`config.mk`:
```
export PLATFORM = sky130hd
export DESIGN_NAME = pc_stack_unit
export DESIGN_NICKNAME = d
export VERILOG_FILES = /design/src/rtl/psu_pkg.sv /design/src/rtl/psu_target.sv /design/src/rtl/psu_ret_stack.sv /design/src/rtl/pc_stack_unit.sv
export SDC_FILE = /design/constraint.sdc
export NUM_CORES = 1
export LEC_CHECK = 0
export BUFFER_PORTS_ARGS = -buffer_cell sky130_fd_sc_hd__buf_4
export CORE_MARGIN = 4
export CORE_UTILIZATION = 55
export CTS_CLUSTER_DIAMETER = 50
export CTS_CLUSTER_SIZE = 16
export DETAILED_ROUTE_END_ITERATION = 7
export PLACE_DENSITY = 0.7
export SETUP_SLACK_MARGIN = 0.2
export SYNTH_ARGS = -nofsm -noshare
export SYNTH_HDL_FRONTEND = slang
export SYNTH_HIERARCHICAL = 1
export SYNTH_SLANG_ARGS = --single-unit
```
`constraint.sdc`:
```
create_clock -name clk_i -period 5.2 [get_ports clk_i]
set_input_delay 0.78 -clock clk_i [delete_from_list [all_inputs] [get_ports clk_i]]
set_output_delay 0.78 -clock clk_i [all_outputs]
set_load 0.02 [all_outputs]
```
`src/rtl/psu_pkg.sv`:
```
package psu_pkg;
  typedef enum logic [2:0] {
    EV_HOLD,
    EV_IRQ,
    EV_CALL,
    EV_RET,
    EV_STEP
  } pc_ev_e;
endpackage

```
`src/rtl/psu_target.sv`:
```
module psu_target #(
  parameter int PCW          = 13,
  parameter int NSRC         = 6,
  parameter int LCW          = 11,
  parameter int SHORT_N      = 16,
  parameter int SHORT_BASE   = 14,
  parameter int SHORT_STRIDE = 8,
  parameter int VEC_BASE     = 2,
  parameter int VEC_STRIDE   = 2
) (
  input  logic [NSRC-1:0] irq_i,
  input  logic            call_long_i,
  input  logic [LCW-1:0]  call_arg_i,
  output logic            irq_hit_o,
  output logic [PCW-1:0]  irq_tgt_o,
  output logic [PCW-1:0]  call_tgt_o
);
  localparam int SIW = $clog2(SHORT_N);

  logic [PCW-1:0] short_tgt;
  logic [PCW-1:0] long_tgt;

  // lowest source index wins: scan downward so the last hit is the lowest
  always_comb begin
    irq_hit_o = 1'b0;
    irq_tgt_o = '0;
    for (int k = NSRC - 1; k >= 0; k--) begin
      if (irq_i[k]) begin
        irq_hit_o = 1'b1;
        irq_tgt_o = PCW'(VEC_BASE + VEC_STRIDE * k);
      end
    end
  end

  assign short_tgt  = PCW'(SHORT_BASE) + PCW'(call_arg_i[SIW-1:0]) * PCW'(SHORT_STRIDE);
  assign long_tgt   = PCW'(call_arg_i);
  assign call_tgt_o = call_long_i ? long_tgt : short_tgt;


  always_comb begin
    if (irq_hit_o) begin
      irq_vec_range_chk: assert (irq_tgt_o >= PCW'(VEC_BASE) &&
                                 irq_tgt_o <= PCW'(VEC_BASE + VEC_STRIDE * (NSRC - 1)));
    end
  end
endmodule

```
`src/rtl/psu_ret_stack.sv`:
```
module psu_ret_stack #(
  parameter int   PCW   = 13,
  parameter int   DEPTH = 13,
  localparam int  SPW   = $clog2(DEPTH + 1)
) (
  input  logic           clk_i,
  input  logic           rst_ni,
  input  logic           push_i,
  input  logic           pop_i,
  input  logic [PCW-1:0] push_data_i,
  input  logic           sp_we_i,
  input  logic [SPW-1:0] sp_wdata_i,
  output logic [SPW-1:0] sp_o,
  output logic [PCW-1:0] top_o,
  output logic           full_o,
  output logic           empty_o,
  output logic           ovf_o,
  output logic           unf_o
);
  localparam int MEMN = 2 ** SPW;

  logic [PCW-1:0] mem_q [MEMN];
  logic [SPW-1:0] sp_q;
  logic [SPW-1:0] sp_dec;
  logic           do_push;
  logic           do_pop;
  logic           wr_ok;

  assign full_o  = (sp_q == SPW'(DEPTH));
  assign empty_o = (sp_q == '0);
  assign do_push = push_i && !full_o;
  assign do_pop  = pop_i && !empty_o;
  assign wr_ok   = sp_we_i && !push_i && !pop_i && (sp_wdata_i <= SPW'(DEPTH));
  assign sp_dec  = sp_q - 1'b1;

  always_ff @(posedge clk_i or negedge rst_ni) begin
    if (!rst_ni) begin
      sp_q  <= '0;
      ovf_o <= 1'b0;
      unf_o <= 1'b0;
    end else begin
      if (do_push)     sp_q <= sp_q + 1'b1;
      else if (do_pop) sp_q <= sp_dec;
      else if (wr_ok)  sp_q <= sp_wdata_i;
      if (push_i && full_o) ovf_o <= 1'b1;
      if (pop_i && empty_o) unf_o <= 1'b1;
    end
  end

  always_ff @(posedge clk_i) begin
    if (do_push) mem_q[sp_q] <= push_data_i;
  end

  assign top_o = mem_q[sp_dec];
  assign sp_o  = sp_q;


  sp_in_range_chk: assert property (@(posedge clk_i) disable iff (!rst_ni)
    sp_q <= SPW'(DEPTH));


  ovf_sticky_chk: assert property (@(posedge clk_i) disable iff (!rst_ni)
    ovf_o |=> ovf_o);


  unf_sticky_chk: assert property (@(posedge clk_i) disable iff (!rst_ni)
    unf_o |=> unf_o);


  push_grows_chk: assert property (@(posedge clk_i) disable iff (!rst_ni)
    (push_i && !full_o) |=> sp_q == $past(sp_q) + 1'b1);


  full_push_hold_chk: assert property (@(posedge clk_i) disable iff (!rst_ni)
    (push_i && full_o) |=> (ovf_o && sp_q == SPW'(DEPTH)));
endmodule

```
`src/rtl/pc_stack_unit.sv`:
```
module pc_stack_unit #(
  parameter int  PCW   = 13,
  parameter int  DEPTH = 13,
  parameter int  NSRC  = 6,
  parameter int  LCW   = 11,
  localparam int SPW   = $clog2(DEPTH + 1)
) (
  input  logic            clk_i,
  input  logic            rst_ni,
  input  logic            step_i,
  input  logic            call_i,
  input  logic            call_long_i,
  input  logic [LCW-1:0]  call_arg_i,
  input  logic [NSRC-1:0] irq_i,
  input  logic            ret_i,
  input  logic            sp_we_i,
  input  logic [SPW-1:0]  sp_wdata_i,
  output logic [PCW-1:0]  pc_o,
  output logic [SPW-1:0]  sp_o,
  output logic            ovf_o,
  output logic            unf_o
);
  import psu_pkg::*;

  pc_ev_e         ev;
  logic [PCW-1:0] pc_q;
  logic [PCW-1:0] pc_nxt;
  logic [PCW-1:0] pc_inc;
  logic           irq_hit;
  logic [PCW-1:0] irq_tgt;
  logic [PCW-1:0] call_tgt;
  logic [PCW-1:0] stk_top;
  logic           stk_full;
  logic           stk_empty;
  logic           push;
  logic           pop;

  psu_target #(.PCW(PCW), .NSRC(NSRC), .LCW(LCW)) u_target (
    .irq_i       (irq_i),
    .call_long_i (call_long_i),
    .call_arg_i  (call_arg_i),
    .irq_hit_o   (irq_hit),
    .irq_tgt_o   (irq_tgt),
    .call_tgt_o  (call_tgt)
  );

  always_comb begin
    if (irq_hit)     ev = EV_IRQ;
    else if (call_i) ev = EV_CALL;
    else if (ret_i)  ev = EV_RET;
    else if (step_i) ev = EV_STEP;
    else             ev = EV_HOLD;
  end

  assign push   = (ev == EV_IRQ) || (ev == EV_CALL);
  assign pop    = (ev == EV_RET);
  assign pc_inc = pc_q + 1'b1;

  always_comb begin
    unique case (ev)
      EV_IRQ:  pc_nxt = irq_tgt;
      EV_CALL: pc_nxt = call_tgt;
      EV_RET:  pc_nxt = stk_empty ? pc_q : stk_top;
      EV_STEP: pc_nxt = pc_inc;
      default: pc_nxt = pc_q;
    endcase
  end

  always_ff @(posedge clk_i or negedge rst_ni) begin
    if (!rst_ni) pc_q <= '0;
    else         pc_q <= pc_nxt;
  end

  psu_ret_stack #(.PCW(PCW), .DEPTH(DEPTH)) u_stack (
    .clk_i       (clk_i),
    .rst_ni      (rst_ni),
    .push_i      (push),
    .pop_i       (pop),
    .push_data_i (pc_inc),
    .sp_we_i     (sp_we_i),
    .sp_wdata_i  (sp_wdata_i),
    .sp_o        (sp_o),
    .top_o       (stk_top),
    .full_o      (stk_full),
    .empty_o     (stk_empty),
    .ovf_o       (ovf_o),
    .unf_o       (unf_o)
  );

  assign pc_o = pc_q;


  irq_vector_chk: assert property (@(posedge clk_i) disable iff (!rst_ni)
    (|irq_i) |=> (pc_q[0] == 1'b0 && pc_q >= PCW'(2) && pc_q <= PCW'(2 * NSRC)));


  long_low_chk: assert property (@(posedge clk_i) disable iff (!rst_ni)
    (call_i && call_long_i && !(|irq_i)) |=> pc_q < PCW'(2 ** LCW));


  unf_hold_chk: assert property (@(posedge clk_i) disable iff (!rst_ni)
    (ret_i && !call_i && !(|irq_i) && sp_o == '0) |=> ($stable(pc_q) && unf_o));


  step_inc_chk: assert property (@(posedge clk_i) disable iff (!rst_ni)
    (step_i && !ret_i && !call_i && !(|irq_i)) |=> pc_q == $past(pc_q) + 1'b1);


  full_still_jumps_chk: assert property (@(posedge clk_i) disable iff (!rst_ni)
    (stk_full && call_i && !(|irq_i)) |=> pc_q == $past(call_tgt));
endmodule

```
## Word-level counts from Yosys, hierarchy flattened

Memories as Yosys holds them, arrays and structs flattened.
Index checks and enable logic that the tools add are counted.

- Input bits: 28
- Memories kept: 1
- Word-level logic and storage cells: 56
- Bits in registers: 19
- RAM bits: 208
- Output and inout port bits: 19

- Add/subtract/negate cells: 4
- Reductions and logical operators: 16
- Multiplexer cells: 24
- Magnitude comparators: 1
- Equal/unequal tests: 6

Memory list:

| name | depth | width | read ports | clocked after Yosys merged registers in | wr ports | line | source |
|---|---|---|---|---|---|---|---|
| u_stack.mem_q | 16 | 13 | 1 | 0 | 1 | psu_ret_stack.sv:22 | `logic [PCW-1:0] mem_q [MEMN];` |

Operator list:

| kind | number |
|---|---|
| $pmux 13 s4 | 1 |
| $mux 4 | 9 |
| $mux 13 | 2 |
| $add 13x1->13 const B | 1 |
| $mux 3 | 4 |
| $add 4x7->8 const A | 1 |
| $mux 1 | 8 |
| $logic_and 1x1->1 | 7 |
| $eq 3x2->1 const B | 2 |
| $add 4x1->4 const B | 1 |
| $eq 4x4->1 const B | 1 |
| $le 4x4->1 const B | 1 |
| $logic_not 1->1 | 4 |
| $logic_not 4->1 | 1 |
| $reduce_bool 4->1 | 1 |
| $sub 4x1->4 const B | 1 |
| $eq 3x1->1 const B | 1 |
| $eq 3x3->1 const B | 1 |
| $reduce_bool 3->1 | 1 |
| $ne 2x2->1 const B | 1 |
| $reduce_and 2->1 | 1 |
| $logic_or 1x1->1 | 1 |

## Depth between registers and ports, before layout

Gate-level depths: netlist of run 1.

- Word-level depth: 16
- Mapped depth: 14
- Mapped depth without buffers: 10

## Hierarchy

Netlist of run 1, hierarchy kept.

By module, submodules not included:

| module | instances | cells each | seq. area each (um^2) | area each (um^2) |
|---|---|---|---|---|
| psu_ret_stack | 1 | 428 | 6396.1 | 8662.1 |
| pc_stack_unit | 1 | 147 | 325.3 | 1159.9 |
| psu_target | 1 | 44 | 0.0 | 285.3 |

## Least setup slack after synthesis of run 1

No wires, ideal clock.

- Path kind: register to register
- Start: register u_stack.sp_q[0], in the netlist u_stack/sp_o[0]
- End: register pc_q[6], in the netlist pc_o[6]
- Data arrival time: 2.843 ns
- Path buffers: 4
- Cell stages (with the launch flop): 15
- Setup slack: 2.212 ns
- Clock period less this slack: 2.988 ns
- Library setup time: 0.145 ns
- Required time: 5.055 ns
- Cells stage by stage: dfrtp_1 > buf_6 > buf_6 > inv_2 > ha_1 > clkbuf_1 > buf_2 > mux4_2 > nor2b_1 > a211oi_1 > a21oi_1 > nand2_1 > a21oi_1 > a2111oi_0 > a221oi_1

- Cells in the longest elaborated chain, start to end: 4
- Elaborated cells on any way between the ends: 7
- Classes of those cells: add/sub: 1; eq/ne: 1; mux: 2; reduce/logical: 2; memory: 1

RTL lines:

| element | line | source |
|---|---|---|
| start: declaration | psu_ret_stack.sv:23 | `logic [SPW-1:0] sp_q;` |
| start signal: assignment | psu_ret_stack.sv:42 | `if (do_push) sp_q <= sp_q + 1'b1;` |
| start signal: assignment | psu_ret_stack.sv:43 | `else if (do_pop) sp_q <= sp_dec;` |
| start signal: assignment | psu_ret_stack.sv:44 | `else if (wr_ok) sp_q <= sp_wdata_i;` |
| $sub 4x1->4 | psu_ret_stack.sv:34 | `assign sp_dec = sp_q - 1'b1;` |
| $mem_v2 16x13 | - |  |
| via stk_top[6] | pc_stack_unit.sv:32 | `logic [PCW-1:0] stk_top;` |
| $mux 13 | pc_stack_unit.sv:63 | `EV_RET: pc_nxt = stk_empty ? pc_q : stk_top;` |
| $pmux 13 s4 | pc_stack_unit.sv:60 | `unique case (ev)` |
| end signal: assignment | pc_stack_unit.sv:71 | `else pc_q <= pc_nxt;` |
| end: declaration | pc_stack_unit.sv:26 | `logic [PCW-1:0] pc_q;` |

The timed path passes the listed nets, and every way through them passes these cells. The select of a mux whose other input is x is not followed.
A chain may end at the register's enable or synchronous reset.

## Worst setup path after layout of run 1

- Start: register u_stack.sp_q[0], in the netlist u_stack/sp_o[0]
- End: register pc_q[4], in the netlist pc_o[4]

The elaborated chain is that of the path after synthesis.

==> out/metrics.cfg, run 1 <==
[run_status]
outcome=completed

[clocking]
path_clk_slew_ps=70
cts_max_level=1
cts.sinks=227
cts-root-buf=clkbuf_16
cts-resized-gates=0
cts_setup_buffers=0
cts_tree=yes
postCtsHoldBufs=0
numCtsBuffers=22
clk-insertion-delay-late_ps=500
clockBufferDepth=3

[global_route]
track_usage_pct=22.6
grt_start_max_net_pins=37
grt_overflow_total=0
grt_pass1_wl_um=35100
grt_pass1_vias=5868
antenna_found_initial=0

[logic_synthesis]
yosys.area.top_type_share_pct=61.8
synth_seq_area_share_pct=66.5
synth_cell_types=67
yosysWarningCount=6
syn_inst=619
avgSynthCellArea_um2=16.3
netlist.top_cell.by_area=edfxtp_1
synth_top_flop_cell=edfxtp_1
synth_edf_count=208
synth.area.top_cells=edfxtp_1 (62%), mux4_2 (12%), dfrtp_1 (4.7%)
synthArstFlopShare_pct=8.37
ys_ff_latch=227
synth_area_mm2=0.0101

[cells_and_area]
area_growth_pct=13.0
drive_gt1_share_pct=24.6
fill_cells=1277
final_common_cell=edfxtp_1
num_antenna_cells=0
layout.cells.most_common_list=edfxtp_1 (208), buf_4 (67), mux4_2 (52)
finalNetCount=724
final-seq-area_mm2=0.00673
multi_input_area_mm2=0.00315

[timing]
period_minus_slack_ps=3830
fin_crit_sh_pct=73.7
rsz0062_at_grt=false
hold_viol_final=0
tightestPinTransition_ps=1250
setup_violations=0
max_freq_mhz=261
slew_headroom_pct=16.3
tns_ps=0
setup_ws_ps=1370
fin_skew_ps=12.8
drv_slew=0

[placed_design]
portBuffers=46
place_hpwl_um=14100
gp_congestion=0.926
dp_slack_ps=1400

[drt]
drt-initial-drc-count=591
met3RoutedLength_um=1730
via_count=5828
drtAntennaViolNets=0
wl_um=22300
post_drt_wl_per_cell_um=24.0
drc_errors=0
avgViaCountPerCell=6.27
top_layer=met4
wl_met2_um=10700
drt_pass1_iterations=5
route.layer.met1.wl_um=9400

[setup_path]
cp.arrival_ps=4190
worst_setup_path_start_kind=register
r2r_slack_ps=1370
worstPathRequired_ps=5560
worstSetupPathType=reg2reg
worstSetupEndpointType=register
critPathMaxFanout=29

[power_and_ir_drop]
p_per_area_mw_per_mm2=552
swShare_pct=33.7
seq_power_share_pct=39.1
internal_power_mw=4.18
power_mw=6.31
switchingPower_mw=2.13
power_frac_clock_pct=24.6
p_leak_nw=3.94
vdd_drop_max_mv=0.391
power_frac_comb_pct=36.3

[floorplanning]
start_util_pct=56.1
core_area_mm2=0.0180
fp-row-count=49
die-area_mm2=0.0206
io_pins=47
die-height_um=144
die_x_um=144

[worst_hold_path]
hold_class=in2async

[run]
cap_viol_max_count=0

## path summary, 6_finish.rpt
check                      cells past startpoint       startpoint              end
min                                            1           rst_ni  u_stack/sp_o[3]
min reg2reg                                    1    u_stack/ovf_o    u_stack/ovf_o
min in group clk_i                             1    u_stack/ovf_o    u_stack/ovf_o
max reg2reg                                   10  u_stack/sp_o[0]          pc_o[4]
max in group asynchronous                      1           rst_ni  u_stack/sp_o[0]
max                                           10  u_stack/sp_o[0]          pc_o[4]
## metal layers
metal	vias to the layer above	GRT usage, %
li1	2564	-
met1	2988	32.7
met2	241	36.7
met3	35	3.69
met4	0	5.40
met5	-	0
## Yosys cell counts (9+ instances only)
library cell and count:
nor2_1 29, nor3_1 14, buf_4 13, inv_1 14, o21ai_0 12, edfxtp_1 208, buf_6 11, buf_2 10
nor2b_1 19, clkbuf_1 10, mux2i_1 15, a211oi_1 20, a21oi_1 24, nand2_1 28, dfrtp_1 19, and2_1 9
mux4_2 52
## flip-flops by register name, summed over array words and instances (netlist names)
signal	flops
u_stack/sp_o	4
u_stack/unf_o	1
u_stack/ovf_o	1
u_stack/mem_q	208
pc_o	13
## through the flow
stage               area (µm²)  utilization [%]  cells  hold WS [ps]
floorplan                10200                -    642           484
global placement         10700             59.4    894           448
detailed placement       10700             59.4    894           448
CTS                      11400             63.3    929           152
global route             11400             63.4    929           171
finish                   11400             63.4    929           161
## critical path, stage by stage, from the launching register on
cell and delay, ps:
dfrtp_4 650, inv_2 220, ha_1 350, xor2_4 900, buf_4 340, nor2b_1 60, a211oi_1 500, a21oi_1 100
a22o_1 230, a211oi_1 200, o22ai_1 120
## final cells by class
| type | count | area share, % |
|---|---|---|
| repair buffers | 67 | 4.40 |
| clock inverters | 12 | 1.13 |
| flip-flops and latches | 227 | 58.9 |
| inverters | 15 | 0.493 |
| clock buffers | 23 | 5.04 |
| multi-input cells | 356 | 27.5 |
| well taps | 229 | 2.51 |
## power by group through the flow
stage | clock network (mW) | registers (mW) | logic (mW)
2_1_floorplan | 0 | 2.43 | 1.70
3_3_place_gp | 0 | 2.49 | 2.25
3_5_place_dp | 0 | 2.51 | 2.27
4_1_cts | 1.59 | 2.47 | 2.29
5_1_grt | 1.67 | 2.50 | 2.46
6_report | 1.55 | 2.47 | 2.29
## cells by family after synthesis
logic type	after synthesis	synth area share, %
flops	227	66.5
simple gates	138	7.30
compound gates	106	7.27
mux	68	13.2
buf+inv	59	3.61
xor+xnor	12	1.19
fa+ha+maj	7	0.867
other cells	2	0.0743
Note: power is estimated with default switching activity, not from simulation.
==> inputs of run 2 (changes only) <==
--- a/config.mk
+++ b/config.mk
@@ -5,13 +5,14 @@
 export SDC_FILE = /design/constraint.sdc
 export NUM_CORES = 1
 export LEC_CHECK = 0
+export ABC_AREA = 1
 export BUFFER_PORTS_ARGS = -buffer_cell sky130_fd_sc_hd__buf_4
 export CORE_MARGIN = 4
 export CORE_UTILIZATION = 55
 export CTS_CLUSTER_DIAMETER = 50
 export CTS_CLUSTER_SIZE = 16
 export DETAILED_ROUTE_END_ITERATION = 7
-export PLACE_DENSITY = 0.7
+export PLACE_DENSITY = 0.69
 export SETUP_SLACK_MARGIN = 0.2
 export SYNTH_ARGS = -nofsm -noshare
 export SYNTH_HDL_FRONTEND = slang
==> constraint.sdc (replaced) <==
create_clock -name clk_i -period 3.7 [get_ports clk_i]
set_input_delay 0.555 -clock clk_i [delete_from_list [all_inputs] [get_ports clk_i]]
set_output_delay 0.555 -clock clk_i [all_outputs]
set_load 0.02 [all_outputs]
==> run 2 against run 1 <==
  * Core utilization is 0.22 points lower
  * Sequential share of layout area is 1.9 points lower
  * Critical path depth up 4
  * Worst setup slack got worse by 700 ps
  * Critical endpoint is now pc_o[6]
  * Largest cell class unchanged
  * Largest power group is now combinational cells
==> out/metrics.cfg, run 2 <==
[drt]
drtAntennaViolNets=0  ; unchanged
post_drt_wl_per_cell_um=20.3  ; -15%
drc_errors=0  ; unchanged
drt-initial-drc-count=814  ; +38%
avgViaCountPerCell=5.70  ; -9.2%
via_count=7507  ; +29%
drt_pass1_iterations=6  ; +1
wl_um=26800  ; +20%

[cells_and_area]
layout.cells.most_common_list=nor2_1 (263), edfxtp_1 (208), nand2_1 (138)
largest_reg_flops=208  ; unchanged
num_antenna_cells=0  ; unchanged
area_growth_pct=13.2
largest_register=u_stack/mem_q
finalNetCount=1104  ; +52%
fill_cells=1553  ; +22%
final_common_cell=nor2_1
drive_gt1_share_pct=13.0  ; -12 points
finalInstanceArea_mm2=0.0118  ; +3.4%

[logic_synthesis]
synth.area.mux_share_pct=0.0959  ; -13 points
synth_seq_area_share_pct=64.4  ; -2.1 points
synth.most_common_cell=nor2_1
ys_top_cells_by_count=nor2_1 (263), edfxtp_1 (208), nand2_1 (138), o21ai_0 (104), nand3_1 (94)
synthArstFlopShare_pct=8.37  ; unchanged
netlist.top_cell.by_area=edfxtp_1
yosys.area_share.adder_pct=0.839  ; -0.027 points
synth.area.top_cells=edfxtp_1 (60%), nor2_1 (9.5%), o21ai_0 (5.0%)
yosys.area.top_type_share_pct=59.9  ; -1.9 points
synth_area_mm2=0.0104  ; +3.2%
syn_inst=1015  ; +64%
synth_cell_types=40  ; -40%
synth_top_flop_cell=edfxtp_1
avgSynthCellArea_um2=10.3  ; -37%
synth_top_family_by_area=simple AND/OR/NAND/NOR gates
synthSimpleGateAreaFrac_pct=21.5  ; +14 points
yosysWarningCount=6  ; unchanged
synth_edf_count=208  ; unchanged
synth_compound_gate_area_share_pct=7.48  ; +0.22 points
synthXorXnorAreaFrac_pct=0.408  ; -0.78 points
ys_ff_latch=227  ; unchanged

[global_route]
grt_pass1_vias=7249  ; +24%
grt_start_max_net_pins=102  ; +180%
track_usage_pct=25.1  ; +2.5 points
antenna_found_initial=0  ; unchanged
grt_pass1_wl_um=41600  ; +19%
grt_overflow_total=0  ; unchanged

[timing]
hold_slack_ps=376  ; +215 ps
tightestPinTransition_ps=1330  ; +83.5 ps
tns_ps=0  ; unchanged
max_freq_mhz=330  ; +26%
drv_slew=0  ; unchanged
period_minus_slack_ps=3030  ; -798 ps
hold_viol_final=0  ; unchanged
fin_skew_ps=18.4  ; +5.53 ps
setup_violations=0  ; unchanged
fin_crit_sh_pct=81.9  ; +8.3 points
rsz0062_at_grt=false
slew_headroom_pct=10.7  ; -5.6 points

[setup_path]
cp.arrival_ps=3440  ; -750 ps
worstReg2RegEnd=pc_o[6]
r2r_cells=14  ; +4
reg2reg_from=u_stack/sp_o[1]
r2r_slack_ps=670  ; -700 ps
crit_path_start=u_stack/sp_o[1]
worst_setup_path_start_kind=register
critPathMaxFanout=59  ; +100%
worstSetupEndpointType=register
worstPathRequired_ps=4110  ; -1450 ps
worstSetupPathType=reg2reg

[worst_hold_path]
hold_class=in2reg
hp-start=sp_wdata_i[0]
hold_end=u_stack/sp_o[0]
whs_path_depth=3

[placed_design]
gp_congestion=0.846  ; -8.7%
placed_area_mm2=0.0109  ; +2.0%
portBuffers=46  ; unchanged
place_hpwl_um=17100  ; +21%

[floorplanning]
die-height_um=146  ; +1.5%
fp-row-count=50  ; +2.0%
io_pins=47  ; unchanged
die_x_um=146  ; +1.5%
start_util_pct=55.8  ; -0.29 points
die-area_mm2=0.0212  ; +3.1%
core_area_mm2=0.0187  ; +3.8%

[clocking]
numCtsBuffers=24  ; +9.1%
path_clk_slew_ps=70  ; about the same
cts_max_level=1  ; unchanged
clockBufferDepth=3  ; unchanged
cts-root-buf=clkbuf_16
cts-resized-gates=0  ; unchanged
cts.sinks=227  ; unchanged
clk-insertion-delay-late_ps=520  ; +20 ps
cts_tree=yes

[power_and_ir_drop]
power_frac_comb_pct=41.1  ; +4.8 points
seq_power_share_pct=33.6  ; -5.5 points
power_frac_clock_pct=25.2  ; +0.6 points
vdd_drop_max_mv=0.531  ; +36%
p_leak_nw=4.43  ; +13%
p_per_area_mw_per_mm2=874  ; +58%
internal_power_mw=6.05  ; +45%
swShare_pct=41.4  ; +7.6 points
switchingPower_mw=4.27  ; +100%

[run_status]
outcome=completed

[run]
cap_viol_max_count=0  ; unchanged

==> run 2: cell count changes in the layout (fill, tap and decap cells not counted), sizes merged, moves of 24 or more <==
cell,previous run,this run
inv,19,43
mux4,52,0
nand2,28,145
nand3,6,99
nor2,29,271
o21ai,13,114
==> run 2: cell families after synthesis <==
group,count (synthesis)
AO/OA/AOI/OAI,145
XOR/XNOR,4
other,2
adder cells (fa/ha/maj),7
multiplexers,1
AND/OR/NAND/NOR,532
buffers and inverters,97
flip-flops,227
==> run 2: per-layer routing <==
metal	global-route usage, %	wire length [µm]	vias up
met5	0	0	-
met4	6.03	403	0
met3	3.55	2230	34
met2	41.4	13200	317
met1	35.6	11000	3613
li1	-	-	3543
==> run 2: worst max path at each step <==
stage	to	slack, ps
4_1_cts	pc_o[6]	700
3_5_place_dp	u_stack/mem_q[15][6]	650
2_1_floorplan	pc_o[10]	1200
3_3_place_gp	pc_o[4]	730
6_report	pc_o[6]	670
5_1_grt	pc_o[6]	440
==> run 2: critical path, stage by stage, from the launching register on <==
cell     delay (ps)
dfrtp_1         570
inv_1           190
ha_2            460
buf_4           570
nor2_1          120
o21ai_0         170
nand3_1         130
nand3_1         160
nand2_1          60
nand2_1          70
nand2_1          50
a21oi_1         160
nand2_1          80
nand2_1          60
nand2_1          50
==> run 2: layout make-up <==
class / count / area (µm²) / share of cell area, %
repair buffers: 64 / 490 / 4.15
flip-flops and latches: 227 / 6730 / 56.9
clock inverters: 16 / 240 / 2.03
well taps: 234 / 293 / 2.48
inverters: 38 / 153 / 1.29
multi-input cells: 714 / 3280 / 27.8
clock buffers: 25 / 626 / 5.30
==> run 2: metrics by stage <==
step / util (%) / setup WS (ps) / total power [mW] / cells
after floorplan: - / 1200 / 6.36 / 1038
after global placement: 58.3 / 733 / 7.66 / 1274
after detailed placement: 58.3 / 647 / 7.68 / 1274
after CTS: 63.0 / 703 / 10.3 / 1316
after global routing: 63.1 / 443 / 10.9 / 1318
final: 63.1 / 669 / 10.3 / 1318
==> run 2: power groups by stage <==
| stage | Sequential (mW) | Combinational [mW] | Clock (mW) |
|---|---|---|---|
| final | 3.47 | 4.25 | 2.60 |
| after global routing | 3.50 | 4.70 | 2.73 |
| after CTS | 3.47 | 4.18 | 2.64 |
| after detailed placement | 3.52 | 4.15 | 0 |
| after global placement | 3.51 | 4.15 | 0 |
| after floorplan | 3.49 | 2.87 | 0 |
==> run 2: timing repair <==
action                     4_1_cts  5_1_grt
hold buffers                     1        0
setup buffers                    0        0
hold endpoints to repair        19        0
setup endpoints to repair        0        0
